$ cat src/rtl/cs_pkg.sv
package cs_pkg;
  // Carry status of one position: k1 = carry known one, k0 = carry known zero.
  typedef struct packed {
    logic k1;
    logic k0;
  } cst_t;

  localparam cst_t CST_OPEN = '{k1: 1'b0, k0: 1'b0};

  function automatic cst_t cst_from_bit(input logic b);
    cst_t r;
    r.k1 = b;
    r.k0 = ~b;
    return r;
  endfunction
endpackage

$ cat src/rtl/cs_bit_cell.sv
module cs_bit_cell
  import cs_pkg::*;
(
  input  logic clk,
  input  logic rst,
  input  logic clear,
  input  logic step,
  input  logic xb,
  input  logic yb,
  input  cst_t lower,
  output cst_t st_q,
  output cst_t st_nxt
);
  logic gen_w;
  logic kill_w;

  assign gen_w  = xb & yb;
  assign kill_w = ~xb & ~yb;

  always_comb begin
    if (gen_w)       st_nxt = cst_from_bit(1'b1);
    else if (kill_w) st_nxt = cst_from_bit(1'b0);
    else             st_nxt = lower;
  end

  always_ff @(posedge clk) begin
    if (rst || clear) st_q <= CST_OPEN;
    else if (step)    st_q <= st_nxt;
  end

  // both flags set never appears
  p_status_legal_r2: assert property (@(posedge clk) disable iff (rst)
    !(st_q.k1 && st_q.k0));

  // a settled position keeps its value while stepping
  p_settled_hold_r3: assert property (@(posedge clk) disable iff (rst)
    (step && !clear && (st_q.k1 || st_q.k0)) |=> (st_q == $past(st_q)));
endmodule

$ cat src/rtl/cs_settle_detect.sv
module cs_settle_detect
  import cs_pkg::*;
#(
  parameter int W = 16
) (
  input  cst_t [W-1:0] st,
  output logic         all_set
);
  logic [W-1:0] settled;

  for (genvar i = 0; i < W; i++) begin : g_pos
    assign settled[i] = st[i].k1 | st[i].k0;
  end

  assign all_set = &settled;
endmodule

$ cat src/rtl/carry_settle_adder.sv
module carry_settle_adder
  import cs_pkg::*;
#(
  parameter int W  = 16,
  localparam int CW = $clog2(W + 1)
) (
  input  logic          clk,
  input  logic          rst,
  input  logic          start,
  input  logic [W-1:0]  x_in,
  input  logic [W-1:0]  y_in,
  input  logic          cin,
  output logic [W-1:0]  sum,
  output logic          cout,
  output logic          done,
  output logic [CW-1:0] steps
);
  logic [W-1:0]  x_q, y_q;
  logic          cin_q;
  logic          busy_q;
  logic          done_q;
  logic [W-1:0]  sum_q;
  logic          cout_q;
  logic [CW-1:0] cnt_q;

  cst_t [W-1:0] st_q;
  cst_t [W-1:0] st_nxt;
  logic         all_set;
  logic         accept;
  logic         finish;
  logic [W-1:0] carry_vec;

  assign accept = start & ~busy_q;
  assign finish = busy_q & all_set;

  for (genvar i = 0; i < W; i++) begin : g_cell
    cst_t lower_w;
    if (i == 0) begin : g_lsb
      assign lower_w = cst_from_bit(cin_q);
    end else begin : g_upper
      assign lower_w = st_q[i-1];
    end
    cs_bit_cell u_cell (
      .clk    (clk),
      .rst    (rst),
      .clear  (accept),
      .step   (busy_q),
      .xb     (x_q[i]),
      .yb     (y_q[i]),
      .lower  (lower_w),
      .st_q   (st_q[i]),
      .st_nxt (st_nxt[i])
    );
    if (i == 0) begin : g_c0
      assign carry_vec[i] = cin_q;
    end else begin : g_ci
      assign carry_vec[i] = st_nxt[i-1].k1;
    end
  end

  cs_settle_detect #(.W(W)) u_detect (
    .st      (st_nxt),
    .all_set (all_set)
  );

  always_ff @(posedge clk) begin
    if (rst) begin
      x_q    <= '0;
      y_q    <= '0;
      cin_q  <= 1'b0;
      busy_q <= 1'b0;
      done_q <= 1'b0;
      sum_q  <= '0;
      cout_q <= 1'b0;
      cnt_q  <= '0;
    end else if (accept) begin
      x_q    <= x_in;
      y_q    <= y_in;
      cin_q  <= cin;
      busy_q <= 1'b1;
      done_q <= 1'b0;
      cnt_q  <= '0;
    end else if (busy_q) begin
      cnt_q <= cnt_q + CW'(1);
      if (finish) begin
        busy_q <= 1'b0;
        done_q <= 1'b1;
        sum_q  <= x_q ^ y_q ^ carry_vec;
        cout_q <= st_nxt[W-1].k1;
      end
    end
  end

  assign sum   = sum_q;
  assign cout  = cout_q;
  assign done  = done_q;
  assign steps = cnt_q;

  // completed result matches arithmetic sum of latched operands
  p_sum_arith_r4: assert property (@(posedge clk) disable iff (rst)
    $rose(done_q) |-> ({cout_q, sum_q} == ({1'b0, x_q} + {1'b0, y_q} + {{W{1'b0}}, cin_q})));

  // done and an addition in progress are exclusive
  p_done_idle_r5: assert property (@(posedge clk) disable iff (rst)
    !(done_q && busy_q));

  // step count lies within 1..W once done
  p_count_range_r6: assert property (@(posedge clk) disable iff (rst)
    done_q |-> (cnt_q >= CW'(1) && cnt_q <= CW'(W)));

  // start during an addition leaves operands untouched
  p_ignore_start_r8: assert property (@(posedge clk) disable iff (rst)
    (busy_q && start) |=> (x_q == $past(x_q) && y_q == $past(y_q) && cin_q == $past(cin_q)));
endmodule

$ cat config.mk
export PLATFORM = sky130hd
export DESIGN_NAME = carry_settle_adder
export DESIGN_NICKNAME = d
export VERILOG_FILES = /design/src/rtl/cs_pkg.sv /design/src/rtl/cs_bit_cell.sv /design/src/rtl/cs_settle_detect.sv /design/src/rtl/carry_settle_adder.sv
export SDC_FILE = /design/constraint.sdc
export NUM_CORES = 1
export LEC_CHECK = 0
export ABC_CLOCK_PERIOD_IN_PS = 5500
export BUFFER_PORTS_ARGS = -buffer_cell sky130_fd_sc_hd__buf_2
export CAP_MARGIN = 10
export CORE_MARGIN = 10
export CORE_UTILIZATION = 35
export CTS_CLUSTER_SIZE = 16
export DETAILED_ROUTE_END_ITERATION = 10
export GPL_ROUTABILITY_DRIVEN = 1
export HOLD_SLACK_MARGIN = 0.1
export SLEW_MARGIN = 25
export SYNTH_ARGS = -nofsm -noshare
export SYNTH_HDL_FRONTEND = slang
export SYNTH_SLANG_ARGS = --single-unit
$ cat constraint.sdc
create_clock -name clk -period 5.5 [get_ports clk]
set_clock_uncertainty 0.2 [all_clocks]
set_input_delay 1.375 -clock clk [delete_from_list [all_inputs] [get_ports clk]]
set_output_delay 1.375 -clock clk [all_outputs]
set_load 0.02 [all_outputs]
# ---- Word level (Yosys, flattened, before mapping)
# Index checks and enable logic that the tools add are counted.
dict set report word_totals {
  in_bits 36
  register_bits 87
}
dict set report op_classes {
  n_addsub 1
  n_mux 35
  bitwise 87
  reduce_logical 5
}
# operator count
set op_table {}
lappend op_table {{2-bit two-way mux} 32}
lappend op_table {{1-bit NOT} 35}
lappend op_table {{1-bit bitwise AND} 34}
lappend op_table {{16-bit XOR} 2}
lappend op_table {{1-bit bitwise OR} 16}
lappend op_table {{16-bit AND reduction} 1}
lappend op_table {{5-bit by 1-bit adder with 5-bit output (second input constant)} 1}
lappend op_table {{1-bit two-way mux} 3}
lappend op_table {{3-bit AND reduction} 1}
lappend op_table {{2-bit AND reduction} 1}
lappend op_table {{2-bit OR reduction} 1}
lappend op_table {{1-bit logical OR} 1}

# ---- Logic depth before layout (Yosys ltp)
dict set report depth {
  depth_word 10
  depth_mapped 7
}

# ---- Modules after synthesis
# Synthesis repeated with hierarchy kept, for this count alone.
dict set report unflattened {
  cells_unflattened 466
  area_unflattened_um2 4047.6
}
# module area_each_um2 instances cells_per_inst
set modules_own_cells {}
lappend modules_own_cells {carry_settle_adder 2312.2 1 245}
lappend modules_own_cells {cs_bit_cell 103.8 16 13}
lappend modules_own_cells {cs_settle_detect 73.8 1 13}

# ---- Least setup slack after synthesis
# OpenSTA, ideal clock, no wires.
dict set report synth_path {
  kind {input to register}
  start {input start}
  end {register, netlist name g_cell[11].u_cell.st_q[1]}
  n_path_buf 3
  setup_ns 0.132
  arrival_time_ns 2.254
  setup_slack_ns 2.914
  path_stages 6
  path_cell_list {nand2b_1 > clkbuf_1 > nand2b_1 > clkbuf_1 > buf_1 > nor3_1}
}
dict set report synth_between {
  elab_chain_cells 2
}
# element line
set synth_lines {}
lappend synth_lines {{start, declared} carry_settle_adder.sv:9} ;# input logic start,
lappend synth_lines {{1-bit bitwise AND} carry_settle_adder.sv:33} ;# assign accept = start & ~busy_q;
lappend synth_lines {{1-bit logical OR} -}
# Every way passes these cells.
# A chain may end at the register's enable or synchronous reset.

# ---- Worst setup path in the final report
dict set report layout_path {
  start {input rst}
  end {register, netlist name g_cell[10].u_cell.st_q[1]}
}
dict set report layout_between {
  elab_chain_cells 1
}
# element line
set layout_lines {}
lappend layout_lines {{start, declared} carry_settle_adder.sv:8} ;# input logic rst,
lappend layout_lines {{1-bit logical OR} -}
# Every way passes these cells.

==> run_results.csv <==
group,metric,value,unit
run_status,outcome,"completed",
worst_setup_path,start_kind,"input pin",
yosys,synth-seq-cells,87,
timing,finalCritPeriodShare,0.547,
timing,slew_headroom,0.405,
placement,dp_hpwl,6.63,mm
yosys,synth_area,4280,um^2
clocking,cts_hold_buf,0,
global_route,grt_antenna_before_repair,0,
placement,gp_congestion,0.765,
cells_and_area,fillCellCount,1240,
yosys,synth-edff-count,0,
floorplanning,ioPinCount,59,
floorplanning,die_h,131,um
timing,grt_setup_unrepaired,"false",
yosys,synth_area_per_cell,8.33,um^2
floorplanning,core-area,12000,um^2
yosys,synthesis.nets,582,
floorplanning,initial_core_util,0.356,
clocking,h-tree-depth,3,
clocking,clk_pin_slew_worst_paths,60,ps
timing,setup_ws,2490,ps
detailed_routing,drtAntennaViolNets,0,
detailed_routing,drc,0,
detailed_routing,first_pass_iters,4,
worst_setup_path,worstPathRequired,5520,ps
clocking,clk_latency,340,ps
global_route,grt_pass1_wl,15.9,mm
yosys,async_reset_ff_frac,0,
detailed_routing,vias_per_cell,4.78,
cells_and_area,syn_to_final_growth,17.0,%
detailed_routing,wl_per_cell,13.2,um
power,power,0.00154,W
cells_and_area,fin_nets,629,
yosys,yosysTopAreaCellShare,0.407,
timing,setup_viol,0,
yosys,ys_seq_area_frac,0.407,
timing,drv_slew,0,
cells_and_area,drive_above_1_share,0.173,
global_route,grt_pass1_vias,3438,
detailed_routing,totalWireLength,9.38,mm
clocking,cts_sinks,87,
detailed_routing,vias,3408,
worst_setup_path,critPathArrivalTime,3030,ps
detailed_routing,drt-initial-drc-count,138,
cells_and_area,diodes,0,
timing,fmax,332,MHz
run,cap_violations,0,
clocking,cts_max_path_buffers,2,
worst_setup_path,cp-end-kind,"register",
global_route,grt_usage,0.115,
yosys,synthTopCellsByArea,"dfxtp_1 (41%), ha_1 (9.1%), nand2_1 (5.9%), nor2_1 (5.9%), nor3_1 (5.0%)",
clocking,cts_tree,"done",
floorplanning,num_rows,40,
yosys,synthCells,514,
yosys,yosys_warnings,0,
floorplanning,die_area,17100,um^2
yosys,synth.most_common_cell,"dfxtp_1",
floorplanning,fp.dieW,131,um
placement,pre_cts_ws,2100,ps
power,p_per_area,308,nW/um^2
yosys,ys.flop_type,"dfxtp_1",
worst_setup_path,path_class,"input pin to register",
timing,setup_tns,0,ps
clocking,cts_resized,0,
yosys,yosys-top-cells-count,"dfxtp_1 (87), nand2_1 (67), nor2_1 (67)",
timing,hold_ws,243,ps
timing,worst_slew_pin_slew,891,ps
clocking,numCtsBuffers,9,
global_route,grt_max_degree,70,
placement,port_buffers,58,
yosys,ys_types,26,
power,vdd_drop_max,0.126,mV
yosys,synth_top_area_cell,"dfxtp_1",
min_path,hold_path.class,"register to register",
timing,period_minus_slack,3010,ps
worst_setup_path,path_max_fanout,69,
clocking,postCtsSetupRepairBufs,0,
timing,hold_viol,0,
clocking,cts_root_buf,"clkbuf_16",
power,p_leak,2.15,nW
global_route,grt_overflow,0,
cells_and_area,fin_util,0.417,
cells by family (layout without fill, tap and decap cells):
logic type,after synthesis,after routing,share of synthesized area
and+or+nand+nor,247,247,0.276
DFF,87,87,0.407
buffers and inverters,59,111,0.0538
AOI/OAI and AO/OA,50,50,0.0675
muxes,34,34,0.0903
adders and majority gates,32,32,0.0953
xor gates and xnor gates,5,5,0.0102
registers in the layout, indices dropped and copies added, names as in the netlist:
signal	flops
cout	1
cin_q	1
sum	16
busy_q	1
done	1
steps	5
x_q	16
y_q	16
g_cell.u_cell.st_q	30
cell type report:
cell class	count	area, um^2	area share
repair buffers	62	320	0.0640
flip-flops and latches	87	1750	0.349
inverters	33	124	0.0247
multi-input cells	368	2310	0.462
clock buffers	10	239	0.0477
well taps	147	184	0.0367
clock inverters	6	83.8	0.0167
report_power, final:
part           leakage, nW  internal [W]  switching (W)  total [W]
clock                0.162      0.000409       0.000249   0.000657
combinational         1.27     0.0000851       0.000101   0.000186
sequential           0.711      0.000662      0.0000344   0.000697
layer usage:
| metal | routed length, um | part of all wire | track usage |
|---|---|---|---|
| met1 | 4430 | 0.47 | 0.138 |
| met2 | 4300 | 0.46 | 0.189 |
| met3 | 422 | 0.045 | 0.0270 |
| met4 | 227 | 0.024 | 0.0615 |
| met5 | 0 | 0 | 0 |
cell usage in the layout, fill, tap and decap left out, drive strengths merged, types with 10 or more instances in the layout:
master and count:
nor2b 31, o21a 14, clkbuf 10, nand2 67, ha 31, inv 33, mux2 16, nor2 67
nor3b 14, nor4 17, dfxtp 87, nor3 43, mux2i 18, a21oi 35, buf 62
worst max-delay path: stages:
cell,delay (ps)
buf_2,70
buf_4,540
nand2b_1,550
buf_4,360
nor3_1,90
per-stage QoR:
stage | cells | area [um^2]
2_1_floorplan | 514 | 4280
3_3_place_gp | 697 | 4680
3_5_place_dp | 697 | 4680
4_1_cts | 713 | 5000
5_1_grt | 713 | 5010
6_report | 713 | 5010
worst paths after layout:
kind | start | endpoint | slack [ps] | cells past startpoint
worst min-delay path | done | done | 240 | 2
worst max register to register | x_q[3] | sum[8] | 2710 | 5
worst min register to register | done | done | 240 | 2
worst max-delay path | rst | g_cell[10].u_cell.st_q[1] | 2490 | 5
Note: power is estimated with default switching activity, not from simulation.
